--- src/rtl/fp_filt_pkg.sv ---
package fp_filt_pkg;

  typedef struct packed {
    logic [7:0]  ulp;
    logic        d1p;
    logic        bb;
    logic [7:0]  d1sz;
    logic [2:0]  d2off;
    logic [31:0] d2cnt;
  } hdr_t;

  typedef enum logic [2:0] {
    RSN_NONE    = 3'd0,
    RSN_UNKNOWN = 3'd1,
    RSN_D1P     = 3'd2,
    RSN_D1SZ    = 3'd3,
    RSN_LEN     = 3'd4
  } rsn_e;

  localparam int unsigned N_RSN = 4;

  function automatic hdr_t unpack_hdr(input logic [63:0] w);
    hdr_t h;
    h.ulp   = w[63:56];
    h.d1p   = w[55];
    h.bb    = w[54];
    h.d1sz  = w[42:35];
    h.d2off = w[34:32];
    h.d2cnt = w[31:0];
    return h;
  endfunction

endpackage

--- src/rtl/ulp_table.sv ---
module ulp_table #(
  parameter int unsigned N_ENT = 4,
  parameter int unsigned ID_W  = 8,
  parameter int unsigned Q_W   = 2,
  localparam int unsigned IDX_W = (N_ENT > 1) ? $clog2(N_ENT) : 1
) (
  input  logic             clk_i,
  input  logic             rst_ni,
  input  logic             we_i,
  input  logic [IDX_W-1:0] idx_i,
  input  logic             en_i,
  input  logic [ID_W-1:0]  id_i,
  input  logic [Q_W-1:0]   q_i,
  input  logic [ID_W-1:0]  look_id_i,
  output logic             hit_o,
  output logic [Q_W-1:0]   hit_q_o
);

  logic [N_ENT-1:0]           ent_en_q;
  logic [N_ENT-1:0][ID_W-1:0] ent_id_q;
  logic [N_ENT-1:0][Q_W-1:0]  ent_q_q;
  logic [N_ENT-1:0]           match;

  for (genvar g = 0; g < N_ENT; g++) begin : g_ent
    always_ff @(posedge clk_i or negedge rst_ni) begin
      if (!rst_ni) begin
        ent_en_q[g] <= 1'b0;
        ent_id_q[g] <= '0;
        ent_q_q[g]  <= '0;
      end else if (we_i && (idx_i == IDX_W'(g))) begin
        ent_en_q[g] <= en_i;
        ent_id_q[g] <= id_i;
        ent_q_q[g]  <= q_i;
      end
    end
    assign match[g] = ent_en_q[g] && (ent_id_q[g] == look_id_i);
  end

  // lowest matching index wins
  always_comb begin
    hit_o   = 1'b0;
    hit_q_o = '0;
    for (int i = N_ENT - 1; i >= 0; i--) begin
      if (match[i]) begin
        hit_o   = 1'b1;
        hit_q_o = ent_q_q[i];
      end
    end
  end

  AST_HIT_HAS_MATCH: assert property (@(posedge clk_i) disable iff (!rst_ni)
    hit_o |-> (match != '0));

endmodule

--- src/rtl/hdr_check.sv ---
module hdr_check
  import fp_filt_pkg::*;
#(
  parameter logic [7:0]  LAN_ULP       = 8'd4,
  parameter logic [7:0]  LAN_D1_WORDS  = 8'd3,
  parameter logic [31:0] LAN_MAX_BYTES = 32'd65536
) (
  input  logic        hit_i,
  input  logic [7:0]  ulp_i,
  input  logic        d1p_i,
  input  logic [7:0]  d1sz_i,
  input  logic [31:0] d2cnt_i,
  output rsn_e        rsn_o
);

  logic is_lan;
  assign is_lan = (ulp_i == LAN_ULP);

  // fixed priority: unknown, then control flag, size, length
  always_comb begin
    if (!hit_i)                            rsn_o = RSN_UNKNOWN;
    else if (is_lan && !d1p_i)             rsn_o = RSN_D1P;
    else if (is_lan && (d1sz_i != LAN_D1_WORDS)) rsn_o = RSN_D1SZ;
    else if (is_lan && (d2cnt_i > LAN_MAX_BYTES)) rsn_o = RSN_LEN;
    else                                   rsn_o = RSN_NONE;
  end

endmodule

--- src/rtl/drop_counters.sv ---
module drop_counters
  import fp_filt_pkg::*;
#(
  parameter int unsigned CNT_W = 16
) (
  input  logic                         clk_i,
  input  logic                         rst_ni,
  input  logic                         inc_i,
  input  rsn_e                         rsn_i,
  output logic [N_RSN-1:0][CNT_W-1:0]  cnt_o
);

  localparam logic [CNT_W-1:0] CNT_MAX = '1;

  for (genvar g = 0; g < N_RSN; g++) begin : g_cnt
    logic bump;
    assign bump = inc_i && (rsn_i == rsn_e'(g + 1)) && (cnt_o[g] != CNT_MAX);

    always_ff @(posedge clk_i or negedge rst_ni) begin
      if (!rst_ni)   cnt_o[g] <= '0;
      else if (bump) cnt_o[g] <= cnt_o[g] + 1'b1;
    end

    AST_CNT_SINGLE_STEP: assert property (@(posedge clk_i) disable iff (!rst_ni)
      (cnt_o[g] != $past(cnt_o[g])) |-> (cnt_o[g] == CNT_W'($past(cnt_o[g]) + 1'b1)));
  end

  AST_ONE_REASON: assert property (@(posedge clk_i) disable iff (!rst_ni)
    $countones({cnt_o[0] != $past(cnt_o[0]), cnt_o[1] != $past(cnt_o[1]),
                cnt_o[2] != $past(cnt_o[2]), cnt_o[3] != $past(cnt_o[3])}) <= 1);

endmodule

--- src/rtl/fp_hdr_filter.sv ---
module fp_hdr_filter
  import fp_filt_pkg::*;
#(
  parameter int unsigned   N_ENT         = 4,
  parameter int unsigned   Q_W           = 2,
  parameter int unsigned   CNT_W         = 16,
  parameter logic [7:0]    LAN_ULP       = 8'd4,
  parameter logic [7:0]    LAN_D1_WORDS  = 8'd3,
  parameter logic [31:0]   LAN_MAX_BYTES = 32'd65536,
  localparam int unsigned  IDX_W = (N_ENT > 1) ? $clog2(N_ENT) : 1
) (
  input  logic             clk_i,
  input  logic             rst_ni,
  input  logic             tbl_we_i,
  input  logic [IDX_W-1:0] tbl_idx_i,
  input  logic             tbl_en_i,
  input  logic [7:0]       tbl_id_i,
  input  logic [Q_W-1:0]   tbl_q_i,
  input  logic             in_valid_i,
  input  logic             in_sop_i,
  input  logic             in_eop_i,
  input  logic [63:0]      in_data_i,
  output logic             out_valid_o,
  output logic             out_sop_o,
  output logic             out_eop_o,
  output logic [63:0]      out_data_o,
  output logic [Q_W-1:0]   out_qsel_o,
  output logic             acc_o,
  output logic             drop_o,
  output logic [7:0]       hdr_ulp_o,
  output logic             hdr_d1p_o,
  output logic             hdr_bb_o,
  output logic [7:0]       hdr_d1sz_o,
  output logic [2:0]       hdr_d2off_o,
  output logic [31:0]      hdr_d2cnt_o,
  output logic [CNT_W-1:0] cnt_unknown_o,
  output logic [CNT_W-1:0] cnt_lan_d1p_o,
  output logic [CNT_W-1:0] cnt_lan_d1sz_o,
  output logic [CNT_W-1:0] cnt_lan_len_o
);

  hdr_t                        hdr_in;
  hdr_t                        hdr_q;
  logic                        hit;
  logic [Q_W-1:0]              hit_q;
  rsn_e                        rsn;
  logic                        hdr_ok, hdr_bad, fwd;
  logic                        pkt_open_q, pkt_keep_q;
  logic [Q_W-1:0]              qsel_q;
  logic [N_RSN-1:0][CNT_W-1:0] cnt;

  assign hdr_in = unpack_hdr(in_data_i);

  ulp_table #(.N_ENT(N_ENT), .ID_W(8), .Q_W(Q_W)) u_tbl (
    .clk_i     (clk_i),
    .rst_ni    (rst_ni),
    .we_i      (tbl_we_i),
    .idx_i     (tbl_idx_i),
    .en_i      (tbl_en_i),
    .id_i      (tbl_id_i),
    .q_i       (tbl_q_i),
    .look_id_i (hdr_in.ulp),
    .hit_o     (hit),
    .hit_q_o   (hit_q)
  );

  hdr_check #(
    .LAN_ULP(LAN_ULP), .LAN_D1_WORDS(LAN_D1_WORDS), .LAN_MAX_BYTES(LAN_MAX_BYTES)
  ) u_chk (
    .hit_i   (hit),
    .ulp_i   (hdr_in.ulp),
    .d1p_i   (hdr_in.d1p),
    .d1sz_i  (hdr_in.d1sz),
    .d2cnt_i (hdr_in.d2cnt),
    .rsn_o   (rsn)
  );

  assign hdr_ok  = in_valid_i && in_sop_i && (rsn == RSN_NONE);
  assign hdr_bad = in_valid_i && in_sop_i && (rsn != RSN_NONE);
  assign fwd     = in_sop_i ? hdr_ok : (in_valid_i && pkt_open_q && pkt_keep_q);

  drop_counters #(.CNT_W(CNT_W)) u_cnt (
    .clk_i  (clk_i),
    .rst_ni (rst_ni),
    .inc_i  (hdr_bad),
    .rsn_i  (rsn),
    .cnt_o  (cnt)
  );

  assign cnt_unknown_o  = cnt[0];
  assign cnt_lan_d1p_o  = cnt[1];
  assign cnt_lan_d1sz_o = cnt[2];
  assign cnt_lan_len_o  = cnt[3];

  // packet tracking and header latch
  always_ff @(posedge clk_i or negedge rst_ni) begin
    if (!rst_ni) begin
      pkt_open_q <= 1'b0;
      pkt_keep_q <= 1'b0;
      qsel_q     <= '0;
      hdr_q      <= '0;
    end else if (in_valid_i) begin
      if (in_sop_i) begin
        pkt_open_q <= !in_eop_i;
        pkt_keep_q <= hdr_ok;
        if (hdr_ok) begin
          qsel_q <= hit_q;
          hdr_q  <= hdr_in;
        end
      end else if (in_eop_i) begin
        pkt_open_q <= 1'b0;
      end
    end
  end

  // output stage, one cycle latency
  always_ff @(posedge clk_i or negedge rst_ni) begin
    if (!rst_ni) begin
      out_valid_o <= 1'b0;
      out_sop_o   <= 1'b0;
      out_eop_o   <= 1'b0;
      out_data_o  <= '0;
      acc_o       <= 1'b0;
      drop_o      <= 1'b0;
    end else begin
      out_valid_o <= fwd;
      out_sop_o   <= hdr_ok;
      out_eop_o   <= fwd && in_eop_i;
      acc_o       <= hdr_ok;
      drop_o      <= hdr_bad;
      if (fwd) out_data_o <= in_data_i;
    end
  end

  assign out_qsel_o  = qsel_q;
  assign hdr_ulp_o   = hdr_q.ulp;
  assign hdr_d1p_o   = hdr_q.d1p;
  assign hdr_bb_o    = hdr_q.bb;
  assign hdr_d1sz_o  = hdr_q.d1sz;
  assign hdr_d2off_o = hdr_q.d2off;
  assign hdr_d2cnt_o = hdr_q.d2cnt;

  AST_ACC_DROP_EXCL: assert property (@(posedge clk_i) disable iff (!rst_ni)
    !(acc_o && drop_o));
  AST_DROP_NO_OUTPUT: assert property (@(posedge clk_i) disable iff (!rst_ni)
    drop_o |-> !out_valid_o);
  AST_SOP_IS_ACCEPT: assert property (@(posedge clk_i) disable iff (!rst_ni)
    out_sop_o |-> (acc_o && out_valid_o));
  AST_FIELDS_HELD: assert property (@(posedge clk_i) disable iff (!rst_ni)
    !acc_o |-> $stable({hdr_ulp_o, hdr_d1p_o, hdr_bb_o, hdr_d1sz_o, hdr_d2off_o, hdr_d2cnt_o}));
  AST_QSEL_HELD: assert property (@(posedge clk_i) disable iff (!rst_ni)
    !acc_o |-> $stable(out_qsel_o));
  AST_LAN_RULES: assert property (@(posedge clk_i) disable iff (!rst_ni)
    (acc_o && hdr_ulp_o == LAN_ULP) |->
      (hdr_d1p_o && hdr_d1sz_o == LAN_D1_WORDS && hdr_d2cnt_o <= LAN_MAX_BYTES));
  AST_DROP_COUNTS: assert property (@(posedge clk_i) disable iff (!rst_ni)
    drop_o |-> ({cnt_unknown_o, cnt_lan_d1p_o, cnt_lan_d1sz_o, cnt_lan_len_o} !=
                $past({cnt_unknown_o, cnt_lan_d1p_o, cnt_lan_d1sz_o, cnt_lan_len_o})));

endmodule

--- config.mk ---
export PLATFORM = sky130hd
export DESIGN_NAME = fp_hdr_filter
export DESIGN_NICKNAME = d
export VERILOG_FILES = /design/src/rtl/fp_filt_pkg.sv /design/src/rtl/ulp_table.sv /design/src/rtl/hdr_check.sv /design/src/rtl/drop_counters.sv /design/src/rtl/fp_hdr_filter.sv
export SDC_FILE = /design/constraint.sdc
export NUM_CORES = 1
export LEC_CHECK = 0
export CAP_MARGIN = 30
export CORE_ASPECT_RATIO = 0.5
export CORE_MARGIN = 8
export CORE_UTILIZATION = 52
export DETAILED_ROUTE_END_ITERATION = 10
export GPL_TIMING_DRIVEN = 0
export HOLD_SLACK_MARGIN = 0.15
export PLACE_DENSITY = 0.85
export SYNTH_ARGS = -nofsm -noshare
export SYNTH_HDL_FRONTEND = slang
export SYNTH_SLANG_ARGS = --single-unit
--- constraint.sdc ---
create_clock -name clk_i -period 4.5 [get_ports clk_i]
set_input_delay 1.35 -clock clk_i [delete_from_list [all_inputs] [get_ports clk_i]]
set_output_delay 1.35 -clock clk_i [all_outputs]
set_load 0.02 [all_outputs]
Word level (Yosys, flattened, before mapping)
Cells that the tools add are included.

storage, ports and cells
  flip-flop bits (word level) = 233
  input port bits = 83
  output and inout port bits = 188

operators by class
  add/subtract/negate cells = 4
  $lt $le $gt $ge = 1
  equality and inequality tests = 17
  multiplexer cells = 15
  reduce and logical (&&, ||, !) cells = 34

operators with widths
  kind                                                             count
  adder 16 x 1 -> 16 bit, second input constant                    4
  != test 16 bit, second input constant                            4
  == test 8 bit                                                    4
  greater-than comparator 32 x 17 -> 1 bit, second input constant  1
  logical AND 1 bit                                                25
  2-to-1 mux 3 bit                                                 4
  == test 8 x 3 -> 1 bit, second input constant                    1
  2-to-1 mux 2 bit                                                 4
  != test 8 x 2 -> 1 bit, second input constant                    1
  2-to-1 mux 1 bit                                                 7
  == test 3 x 2 -> 1 bit, second input constant                    2
  == test 2 bit, second input constant                             2
  AND reduction 2 bit                                              2
  == test 3 x 1 -> 1 bit, second input constant                    1
  == test 3 bit, second input constant                             1
  zero test 3 bit                                                  1
  AND reduction 3 bit                                              1
  nonzero test 3 bit                                               1
  == test 2 x 1 -> 1 bit, second input constant                    1
  zero test 1 bit                                                  2
  zero test 2 bit                                                  1
  nonzero test 2 bit                                               1

Logic depth before layout (Yosys ltp)
Gate-level depths: netlist of the first run.

  depth after elaboration = 11
  gate-level depth with buffers = 11
  mapped depth without buffers = 8

Hierarchy
Synthesis of the first run repeated with hierarchy kept, for this count alone.

second synthesis, totals
  cells, all modules = 742
  area, all modules = 10204.8 µm²

modules (own cells, without submodules)
  module         times used  cells each  area each (µm²)  seq. area each (µm²)
  fp_hdr_filter  1           268         4687.0           3128.0
  drop_counters  1           286         3164.3           1601.5
  ulp_table      1           167         2199.6           1101.1
  hdr_check      1           21          153.9            0.0

Worst setup path before layout of the first run
No wires, ideal clock.

  kind = input-to-reg
  start point = input in_data_i[60]
  end point = register out_data_o[25]
  library setup time = 125 ps
  arrival = 3554 ps
  required time = 4375 ps
  path slack = 821 ps
  cell stages on the path = 11
  path through = buf_2 > xnor2_1 > nand3_1 > nor3_2 > nor4_4 > or4_4 > inv_4 > a41oi_2 > buf_6 > buf_6 > mux2_4

between the ends
  longest elaborated chain between the ends = 10
  elaborated cells on any way between the ends = 23
  those cells by class = eq/ne (5); mux (9); reduce/logical (9)

RTL lines
  element                        RTL line              text
  from (decl)                    fp_hdr_filter.sv:22   input logic [63:0] in_data_i,
  == test 8 bit                  ulp_table.sv:36       assign match[g] = ent_en_q[g] && (ent_id_q[g] == look_id_i);
  logical AND 1 bit              ulp_table.sv:36
  2-to-1 mux 1 bit (4 in a row)  ulp_table.sv:44       if (match[i]) begin
  2-to-1 mux 3 bit (*)           hdr_check.sv:21       if (!hit_i) rsn_o = RSN_UNKNOWN;
  zero test 3 bit (*)            fp_hdr_filter.sv:78   assign hdr_ok = in_valid_i && in_sop_i && (rsn == RSN_NONE);
  logical AND 1 bit (*)          fp_hdr_filter.sv:78
  2-to-1 mux 1 bit (*)           fp_hdr_filter.sv:80   assign fwd = in_sop_i ? hdr_ok : (in_valid_i && pkt_open_q && pkt_keep_q);
  to (signal assigned)           fp_hdr_filter.sv:131  if (fwd) out_data_o <= in_data_i;
  to (decl)                      fp_hdr_filter.sv:26   output logic [63:0] out_data_o,

Every way passes the cells marked *; elsewhere a longest branch is shown, timed or not.
A chain may end at the register's enable or synchronous reset.

Worst setup path in the final report of the first run
  start point = input in_data_i[29]
  end point = register out_data_o[46]

between the ends
  longest elaborated chain between the ends = 9

RTL lines
  element                                   RTL line             text
  greater-than comparator 32 x 17 -> 1 bit  hdr_check.sv:24      else if (is_lan && (d2cnt_i > LAN_MAX_BYTES)) rsn_o = RSN_LEN;
  logical AND 1 bit                         hdr_check.sv:24
  2-to-1 mux 3 bit                          hdr_check.sv:24
  2-to-1 mux 3 bit                          hdr_check.sv:23      else if (is_lan && (d1sz_i != LAN_D1_WORDS)) rsn_o = RSN_D1SZ;
  2-to-1 mux 3 bit                          hdr_check.sv:22      else if (is_lan && !d1p_i) rsn_o = RSN_D1P;
  2-to-1 mux 3 bit                          hdr_check.sv:21
  zero test 3 bit                           fp_hdr_filter.sv:78
  logical AND 1 bit                         fp_hdr_filter.sv:78
  2-to-1 mux 1 bit                          fp_hdr_filter.sv:80

No other way between the ends.

==> run metrics, run 1 <==
crit path max fanout=10; Startpoint Class=input port; slew at the pin closest to its max-slew limit=~0.91 ns; WL final=between 20000 and 30000 um; fmax=250.2 MHz; hpwl dp=between 20000 and 25000 um; Hold Crit Class=flip-flop to flip-flop; CP Class=input port to flip-flop; pwr dens=428.5 mW/mm^2; first-pass GRT wire length=46040 um; Antenna Nets Post-Route=0; worst skew pair latency=approximately 0.5 ns; count of different cell masters after synthesis=42; vias=7502; DR iter-0 viols=540; WL/cell=21.22 um; Final Hold Vio Count=0; Longest Clk Path Bufs=3; CTS Buf Count=21; setup bufs post-CTS=0; initial antenna violation count=0; final core utilization=between 70% and 80%; Port-buffer cells=262; required time worst endpoint=4.86 ns; Hold Path Cell Cnt=2; Starting Density=between 50 and 60%; Worst Path Arrival=4.36 ns; Cells after Synth=between 800 and 900; fin nets=around 1200; leakage dissipation=6.312 nW; fin crit period=3.997 ns; share of layout cells above drive strength 1=16.03%; Pre-antenna DRT Iters=4; # fillers=1357; Die H=approximately 110 um; cell count after placement=about 1400; number of gates resized after CTS=0; Tot GR Track Use=24.25%; Worst Hold Margin=0.4750 ns; Max Slew Vio Count=0; Seq/Total Area, Yosys=between 50% and 60%; clk_skew=0.01089 ns; P&R area growth vs syn=36.75%; Mapped Area=0.01001 sq mm; Yosys reg bits=233; Post-synth EDFFs=0; Clock Pin Slew Worst Setup and Hold Paths=about 0.070 ns; die area=0.02422 sq mm; pre-CTS setup slack=0.01112 ns; Final Worst Setup Slack=0.5028 ns; Final Setup Violations=0; via-per-instance ratio=5.401; reg2reg path depth=9; pin count of the biggest net entering global routing=90; Die Width=212.2 um; vias in the first global route=around 7800; Cell Count, Final, Fillers Out=1389; Slew HR=38.94%; status=finished, final reports clean; crit share post-route=88.83%; Avg Inst Size Synth=12.16 sq um; hold-fix buffer count after cts=0; post-route cell area=0.01369 sq mm; CTS tree=done; clk sinks=233; cell row count=36; Syn Nets=910; CTS Root Cell=clkbuf_16; Post-route DRC=0; ys async rst share=100.0%; grt total ovfl=0; n_diodes=0; core area=0.01914 sq mm; post-route setup TNS=0 ns; Placed Area=0.01303 sq mm; GP Congestion=approximately 0.85; Overall Power=5.866 mW; Warnings, synthesis=0; CP Capture Type=flip-flop; predominant post-synthesis flop cell=dfrtp_1; Peak VDD IR=approximately 0.26 mV; max_cap viols=0; IO Pins=roughly 270; H-tree depth=1; RSZ-0062 raised after global routing=no
-- cell usage in the layout, fill, tap and decap left out, types with 3 or more instances in the layout --
| master | instances |
|---|---|
| clkbuf_16 | 21 |
| buf_2 | 12 |
| clkinv_2 | 7 |
| nor3_2 | 4 |
| nor2_1 | 13 |
| buf_6 | 5 |
| and3_1 | 17 |
| nand3_1 | 34 |
| a21oi_1 | 7 |
| nand2_1 | 180 |
| clkbuf_1 | 23 |
| and4_1 | 6 |
| nor3_1 | 7 |
| inv_1 | 7 |
| xor2_1 | 11 |
| a31oi_1 | 3 |
| mux2_4 | 38 |
| ha_1 | 4 |
| clkdlybuf4s50_1 | 261 |
| dfrtp_1 | 233 |
| xnor2_1 | 78 |
| nor4_1 | 11 |
| and2_1 | 4 |
| nand4_1 | 24 |
| mux2_2 | 78 |
| nand3b_1 | 3 |
-- report_power, final --
part	switching [mW]	total [mW]	internal, mW
logic	0.716	1.48	0.760
clock network	0.771	1.78	1.01
registers	0.208	2.61	2.40
total	1.70	5.87	4.17
-- critical path, stage by stage --
cell	delay [ns]
clkdlybuf4s50_1	0.45
nor4_1	0.48
and4_1	0.33
o22a_1	0.25
nand2b_1	0.10
or4_4	0.46
inv_4	0.13
a41oi_2	0.08
buf_6	0.22
buf_6	0.17
mux2_4	0.32
-- registers in the layout, summed over array words and instances (netlist names), 2 cells and up --
register	flops
hdr_d1sz_o	8
hdr_d2cnt_o	32
hdr_d2off_o	3
hdr_ulp_o	8
out_data_o	64
out_qsel_o	2
u_cnt.cnt_o	64
u_tbl.ent_en_q	4
u_tbl.ent_id_q	32
u_tbl.ent_q_q	8
-- synthesized netlist by cell type, types with 2 or more instances --
master,number,area [sq um]
dfrtp_1,233,5831
nor3b_1,2,15.01
nand2_1,180,675.7
a31oi_1,3,18.77
mux2_4,38,570.6
buf_6,5,56.30
inv_1,7,26.28
nor4_1,11,68.82
mux2_2,78,878.3
or3_1,2,12.51
nand3_1,34,170.2
nor3_1,7,35.03
xor2_1,11,96.34
nand3b_1,3,22.52
xnor2_1,78,683.2
a221oi_1,2,17.52
and2_1,4,25.02
buf_2,12,60.06
clkbuf_1,19,71.32
o21ai_0,2,10.01
nor4_4,2,42.54
ha_1,4,50.05
buf_1,2,7.510
and3_1,17,106.4
and4_1,6,52.55
nand4_1,24,150.1
a21oi_1,7,35.03
nor3_2,4,40.04
nor2_1,13,48.80
-- layer usage --
layer | up-vias | wire, um | track usage [%]
li1 | 3376 | - | -
met1 | 3848 | 13670 | 34.38
met2 | 244 | 13360 | 37.88
met3 | 34 | 1992 | 5.874
met4 | 0 | 461 | 4.620
met5 | - | 0 | 0
-- cells by family (layout without fill, tap and decap cells) --
logic type / Yosys count / count (layout) / share of synthesized area (%)
AO/OA/AOI/OAI: 18 / 18 / 1.425
XOR/XNOR: 89 / 89 / 7.787
adder cells (fa/ha/maj): 4 / 4 / 0.5000
buffers and inverters: 47 / 347 / 2.350
flip-flops: 233 / 233 / 58.24
multiplexers: 116 / 116 / 14.47
AND/OR/NAND/NOR: 316 / 316 / 15.22
-- area by class of cell --
type	count	area [sq um]	share of cell area, %
multi-input combinational	543	3945	28.82
inverter	8	32.53	0.2376
clock buffer	27	568.0	4.150
tap	266	332.8	2.431
clock inverter	9	95.09	0.6946
timing repair buffer	264	2683	19.60
buffer	39	202.7	1.481
sequential	233	5831	42.59
-- final timing paths --
path                                           startpoint                          end  slack (ns)
min in group asynchronous                          rst_ni   out_data_o[47]$_DFFE_PN0P_        0.82
setup / recovery                            in_data_i[29]   out_data_o[46]$_DFFE_PN0P_        0.50
setup reg to reg           u_tbl.ent_id_q[15]$_DFFE_PN0P_   hdr_d2cnt_o[3]$_DFFE_PN0P_        1.35
hold reg to reg               hdr_d2cnt_o[28]$_DFFE_PN0P_  hdr_d2cnt_o[28]$_DFFE_PN0P_        0.47
hold / removal                hdr_d2cnt_o[28]$_DFFE_PN0P_  hdr_d2cnt_o[28]$_DFFE_PN0P_        0.47
max in group asynchronous                          rst_ni     hdr_ulp_o[0]$_DFFE_PN0P_        2.82
No activity file was read; power rests on OpenSTA's default activity.
==> run 2, diff against run 1 <==
--- a/config.mk
+++ b/config.mk
@@ -10,9 +10,10 @@
 export CORE_MARGIN = 8
 export CORE_UTILIZATION = 52
 export DETAILED_ROUTE_END_ITERATION = 10
-export GPL_TIMING_DRIVEN = 0
+export GPL_ROUTABILITY_DRIVEN = 1
 export HOLD_SLACK_MARGIN = 0.15
 export PLACE_DENSITY = 0.85
+export REMOVE_ABC_BUFFERS = 1
 export SYNTH_ARGS = -nofsm -noshare
 export SYNTH_HDL_FRONTEND = slang
 export SYNTH_SLANG_ARGS = --single-unit
==> run 2 against run 1 <==
Net effect:
- clock skew increased by 0.0024 ns
- total power rose by 0.66%
- first-iteration DRC count fell by 3.7%
- critical path depth unchanged
- combinational power barely moved
- die area unchanged
- largest cell class unchanged
- largest power group unchanged
==> run metrics, run 2 (synthesized netlist as in run 1, its figures left out) <==
Die Width=212.2 um (unchanged); Levels on crit path=11 (unchanged); first-pass GRT wire length=44040 um (-4.4%); Placed Area=0.01313 sq mm (+0.78%); Starting Density=52.29% (unchanged); Tot GR Track Use=23.04% (-1.2 points); cell count after placement=1344 (-0.67%); pwr dens=427.1 mW/mm^2 (-0.34%); required time worst endpoint=4.86 ns (about the same); Die H=114.1 um (unchanged); die area=0.02422 sq mm (unchanged); leakage dissipation=6.376 nW (+1.0%); Hold Crit Class=flip-flop to flip-flop; number of gates resized after CTS=0 (unchanged); crit share post-route=87.22% (-1.6 points); RSZ-0062 raised after global routing=no; Cell Count, Final, Fillers Out=1379 (-0.72%); n_diodes=0 (unchanged); DR iter-0 viols=520 (-3.7%); P&R area growth vs syn=38.12%; Worst Path Arrival=4.29 ns (-0.07 ns); clock share of power=31.0% (+0.7 points); Overall Power=5.905 mW (+0.66%); via-per-instance ratio=5.384 (-0.31%); initial antenna violation count=0 (unchanged); Post-route DRC=0 (unchanged); CTS Buf Count=21 (unchanged); Switch Pwr=1.670 mW (-1.5%); worst-path cell chain=clkdlybuf4s50_1 -> xnor2_1 -> nand3_1 -> nor3_2 -> nor4_4 -> or4_4 -> inv_4 -> a41oi_4 -> buf_4 -> buf_12 -> mux2_4; CTS Root Cell=clkbuf_16; net switching fraction of the power=28.27% (-0.63 points); IO Pins=271 (unchanged); Peak VDD IR=0.2765 mV (+5.3%); max_cap viols=0 (unchanged); status=finished, final reports clean; Buf/Inv on CP=4 (unchanged); core area=0.01914 sq mm (unchanged); reg2reg setup slack=1.78 ns (+0.43 ns); setup bufs post-CTS=0 (unchanged); grt total ovfl=0 (unchanged); fin crit period=3.925 ns (-0.07247 ns); Startpoint Class=input port; Longest Clk Path Bufs=3 (unchanged); GP Congestion=0.8539 (+0.15%); commonest non-fill, non-tap cells in the layout=269 x clkdlybuf4s50_1, 233 x dfrtp_1, 180 x nand2_1, 78 x xnor2_1, 78 x mux2_2; post-route cell area=0.01383 sq mm (+1.0%); Max stage delay on crit path=0.64 ns (+0.16 ns); slew at the pin closest to its max-slew limit=0.8520 ns (-0.06200 ns); Final Setup Violations=0 (unchanged); Max Slew Vio Count=0 (unchanged); reg2reg path depth=10 (+1); Logic pwr share=24.8% (-0.4 points); share of layout cells above drive strength 1=16.62% (+0.59 points); Clock Pin Slew Worst Setup and Hold Paths=0.06 ns (about the same); Port-buffer cells=270 (+3.1%); Worst Hold Margin=0.4761 ns (+0.001145 ns); vias in the first global route=7355 (-5.5%); CP Capture Type=flip-flop; fin nets=1188 (-0.75%); CP delay by family, top=simple AND/OR/NAND/NOR gates; WL final=28580 um (-3.0%); pin count of the biggest net entering global routing=111 (+23%); cell row count=36 (unchanged); CP Class=input port to flip-flop; slowest CP cell=clkdlybuf4s50_1; H-tree depth=1 (unchanged); worst skew pair latency=0.49 ns (about the same); clk sinks=233 (unchanged); clk_skew=0.01332 ns (+0.002435 ns); Final Hold Vio Count=0 (unchanged); most common cell after layout, fill and taps aside=clkdlybuf4s50_1; Cell Int Power=4.236 mW (+1.5%); hold-fix buffer count after cts=0 (unchanged); worst setup path startpoint=in_data_i[59]; CP endpoint=out_data_o[34]$_DFFE_PN0P_; Slew HR=43.20% (+4.3 points); reg2reg start=u_tbl.ent_id_q[27]$_DFFE_PN0P_; CTS tree=done; fmax=254.8 MHz (+1.8%); Largest regs=out_data_o: 64 flops, u_cnt.cnt_o: 64 flops; r2r endpoint=out_data_o[34]$_DFFE_PN0P_; hpwl dp=21380 um (-4.4%); Flop pwr share=44.2% (-0.3 points); Pre-antenna DRT Iters=6 (+2); vias=7425 (-1.0%); WL/cell=20.73 um (-2.3%); Antenna Nets Post-Route=0 (unchanged); crit path max fanout=17 (+7); # fillers=1284 (-5.4%)
-- run 2: stage by stage --
stage / utilization (%) / setup WS, ns / TNS [ns]
after global routing: 72.23 / 0.4190 / 0
after detailed placement: 68.58 / 0.1163 / 0
final: 72.23 / 0.5753 / 0
after CTS: 72.23 / 0.6237 / 0
after global placement: 68.58 / 0.1292 / 0
after floorplan: - / -1.655 / -105.41
-- run 2: layout make-up --
class / instances / area (sq um) / share of cell area (%)
Sequential cell: 233 / 5831 / 42.17
Multi-Input combinational cell: 543 / 3956 / 28.61
Timing Repair Buffer: 294 / 2975 / 21.52
Clock buffer: 29 / 615.6 / 4.452
Tap cell: 266 / 332.8 / 2.407
Clock inverter: 6 / 83.83 / 0.6063
Inverter: 8 / 32.53 / 0.2353
-- run 2: worst min-delay path by stage --
stage,startpoint,endpoint,cells after the start,slack (ns)
2_1_floorplan,pkt_keep_q$_DFFE_PN0P_,pkt_keep_q$_DFFE_PN0P_,2,0.47
3_3_place_gp,hdr_d2cnt_o[19]$_DFFE_PN0P_,hdr_d2cnt_o[19]$_DFFE_PN0P_,2,0.46
3_5_place_dp,hdr_d2cnt_o[15]$_DFFE_PN0P_,hdr_d2cnt_o[15]$_DFFE_PN0P_,2,0.46
4_1_cts,hdr_d2cnt_o[15]$_DFFE_PN0P_,hdr_d2cnt_o[15]$_DFFE_PN0P_,2,0.48
5_1_grt,hdr_d2cnt_o[15]$_DFFE_PN0P_,hdr_d2cnt_o[15]$_DFFE_PN0P_,2,0.49
6_report,hdr_d2cnt_o[15]$_DFFE_PN0P_,hdr_d2cnt_o[15]$_DFFE_PN0P_,2,0.48
-- run 2: worst min-delay path: cells and delay by family, from the launching register on --
kind / cells / cell delay, ns
flip-flops: 1 / 0.34
AND/OR/NAND/NOR: 2 / 0.11
-- run 2: layer usage --
layer / wire, um / share of wire [%] / track usage [%] / vias to the layer above
met4: 339 / 1.2 / 3.431 / 0
met1: 13060 / 46 / 33.12 / 3756
met3: 2208 / 7.7 / 5.464 / 24
met5: 0 / 0 / 0 / -
li1: - / - / - / 3346
met2: 12980 / 45 / 35.98 / 299
-- run 2: power by group through the flow --
stage          Sequential (mW)  Combinational [mW]  Clock (mW)
3_5_place_dp              2.64                1.48           0
3_3_place_gp              2.63                1.44           0
4_1_cts                   2.61                1.48        1.87
5_1_grt                   2.65                1.55        1.94
6_report                  2.61                1.46        1.83
2_1_floorplan             2.90               0.417           0
==> run 3, diff against run 2 <==
--- a/config.mk
+++ b/config.mk
@@ -7,7 +7,7 @@
 export LEC_CHECK = 0
 export CAP_MARGIN = 30
 export CORE_ASPECT_RATIO = 0.5
-export CORE_MARGIN = 8
+export CORE_MARGIN = 2
 export CORE_UTILIZATION = 52
 export DETAILED_ROUTE_END_ITERATION = 10
 export GPL_ROUTABILITY_DRIVEN = 1
==> run 3 against run 2 <==
Net effect:
- register-to-register slack is essentially flat
- setup slack better by 0.051 ns
- worst hold slack lost 0.0027 ns
- highest routed layer unchanged
- non-clock buffer count shrank 6
- final area is 1.0% lower
==> run metrics, run 3 (synthesized netlist as in run 1, its figures left out) <==
status=finished, final reports clean; leakage dissipation=6.311 nW (-1.0%); area of the multi-input gates=0.003956 sq mm (unchanged); fin crit period=3.874 ns (-0.05053 ns); slew at the pin closest to its max-slew limit=0.8733 ns (+0.02134 ns); Final Hold Vio Count=0 (unchanged); reg2reg path depth=9 (-1); clk_skew=0.01752 ns (+0.004198 ns); Antenna Nets Post-Route=0 (unchanged); Tot GR Track Use=25.26% (+2.2 points); Final Setup Violations=0 (unchanged); Starting Density=53.79% (+1.5 points); grt total ovfl=0 (unchanged); Startpoint Class=input port; final core utilization=73.55% (+1.3 points); die area=0.02044 sq mm (-16%); IO Pins=271 (unchanged); DR iter-0 viols=347 (-33%); via-per-instance ratio=5.309 (-1.4%); fin nets=1182 (-0.51%); vias in the first global route=7484 (+1.8%); setup bufs post-CTS=0 (unchanged); hpwl dp=18520 um (-13%); Port-buffer cells=270 (unchanged); crit share post-route=86.09% (-1.1 points); WL/cell=18.81 um (-9.3%); cell count after placement=1331 (-0.97%); Post-route DRC=0 (unchanged); Cell Count, Final, Fillers Out=1367 (-0.87%); RSZ-0062 raised after global routing=no; CP Class=input port to flip-flop; GP Congestion=0.8528 (-0.13%); number of gates resized after CTS=0 (unchanged); Hold Crit Class=flip-flop to flip-flop; WL final=25710 um (-10%); required time worst endpoint=4.87 ns (about the same); share of layout cells above drive strength 1=15.88% (-0.74 points); Longest Clk Path Bufs=3 (unchanged); H-tree depth=1 (unchanged); pin count of the biggest net entering global routing=118 (+6.3%); cell row count=35 (-2.8%); reg2reg setup slack=1.77 ns (about the same); P&R area growth vs syn=36.73%; crit path max fanout=30 (+13); FF+latch area=0.005831 sq mm (unchanged); Clock Pin Slew Worst Setup and Hold Paths=0.06 ns (about the same); worst skew pair latency=0.50 ns (about the same); commonest non-fill, non-tap cells in the layout=269 x clkdlybuf4s50_1, 233 x dfrtp_1, 180 x nand2_1, 78 x xnor2_1, 78 x mux2_2; fmax=258.1 MHz (+1.3%); first-pass GRT wire length=40850 um (-7.2%); max_cap viols=0 (unchanged); CTS Root Cell=clkbuf_16; Hold Path Cell Cnt=2 (unchanged); n_diodes=0 (unchanged); pwr dens=422.2 mW/mm^2 (-1.1%); Largest regs=out_data_o: 64 flops, u_cnt.cnt_o: 64 flops; post-route setup TNS=0 ns (unchanged); most common cell after layout, fill and taps aside=clkdlybuf4s50_1; core area=0.01861 sq mm (-2.8%); Slew HR=41.78% (-1.4 points); CTS Buf Count=21 (unchanged); clk sinks=233 (unchanged); initial antenna violation count=0 (unchanged); CTS tree=done; Pre-antenna DRT Iters=5 (-1); CP Capture Type=flip-flop; vias=7258 (-2.2%); Die H=102.1 um (-11%); Max Slew Vio Count=0 (unchanged); Worst Path Arrival=4.25 ns (-0.04 ns); hold-fix buffer count after cts=0 (unchanged); Die Width=200.2 um (-5.7%); # fillers=1294 (+0.78%); Peak VDD IR=0.2448 mV (-11%)
==> run 3: cell count changes in the layout (fill, tap and decap cells not counted), sizes merged <==
cell    delta
bufinv     -1
inv        +1
clkinv     +1
buf        -6
==> run 3: path summary, 6_finish.rpt <==
path	endpoint	from
max reg2reg	out_data_o[46]$_DFFE_PN0P_	u_tbl.ent_id_q[9]$_DFFE_PN0P_
min reg2reg	hdr_d2cnt_o[22]$_DFFE_PN0P_	hdr_d2cnt_o[22]$_DFFE_PN0P_
min	hdr_d2cnt_o[22]$_DFFE_PN0P_	hdr_d2cnt_o[22]$_DFFE_PN0P_
max	out_data_o[46]$_DFFE_PN0P_	in_data_i[57]
max in group asynchronous	acc_o$_DFF_PN0_	rst_ni
min in group asynchronous	out_data_o[48]$_DFFE_PN0P_	rst_ni
==> run 3: routing by layer <==
| metal | GRT usage, % | part of all wire, % |
|---|---|---|
| met3 | 3.763 | 3.8 |
| met5 | 0 | 0 |
| met2 | 43.62 | 50 |
| met1 | 33.19 | 43 |
| met4 | 9.414 | 3.7 |
==> run 3: worst max-delay path: stages <==
cell             delay, ns
clkdlybuf4s50_1       0.58
xnor2_1               0.38
nand4_1               0.15
nor3_2                0.35
nor4_4                0.12
or4_4                 0.58
inv_4                 0.10
a41oi_4               0.05
buf_12                0.24
mux2_4                0.32
==> run 3: area by class of cell <==
cell class	instances	share of cell area [%]
Sequential cell	233	42.60
Timing Repair Buffer	288	21.22
Clock inverter	7	0.4662
Inverter	8	0.2377
Multi-Input combinational cell	543	28.90
Clock buffer	29	4.205
Tap cell	259	2.367
==> run 3: where the power goes <==
part	total, mW	internal (mW)	leakage [nW]	switching [mW]
combinational	1.45	0.762	2.86	0.684
clock	1.72	0.954	0.318	0.766
sequential	2.61	2.41	3.13	0.209
==> run 3: stage by stage <==
stage | cell area (sq um) | hold WS [ns] | power, mW | worst slack [ns]
2_1_floorplan | 9808 | 0.4679 | 3.316 | -1.655
3_3_place_gp | 13050 | 0.4592 | 4.045 | 0.2349
3_5_place_dp | 13050 | 0.4613 | 4.096 | 0.1609
4_1_cts | 13690 | 0.4776 | 5.821 | 0.6771
5_1_grt | 13690 | 0.4990 | 6.019 | 0.4663
6_report | 13690 | 0.4734 | 5.779 | 0.6258
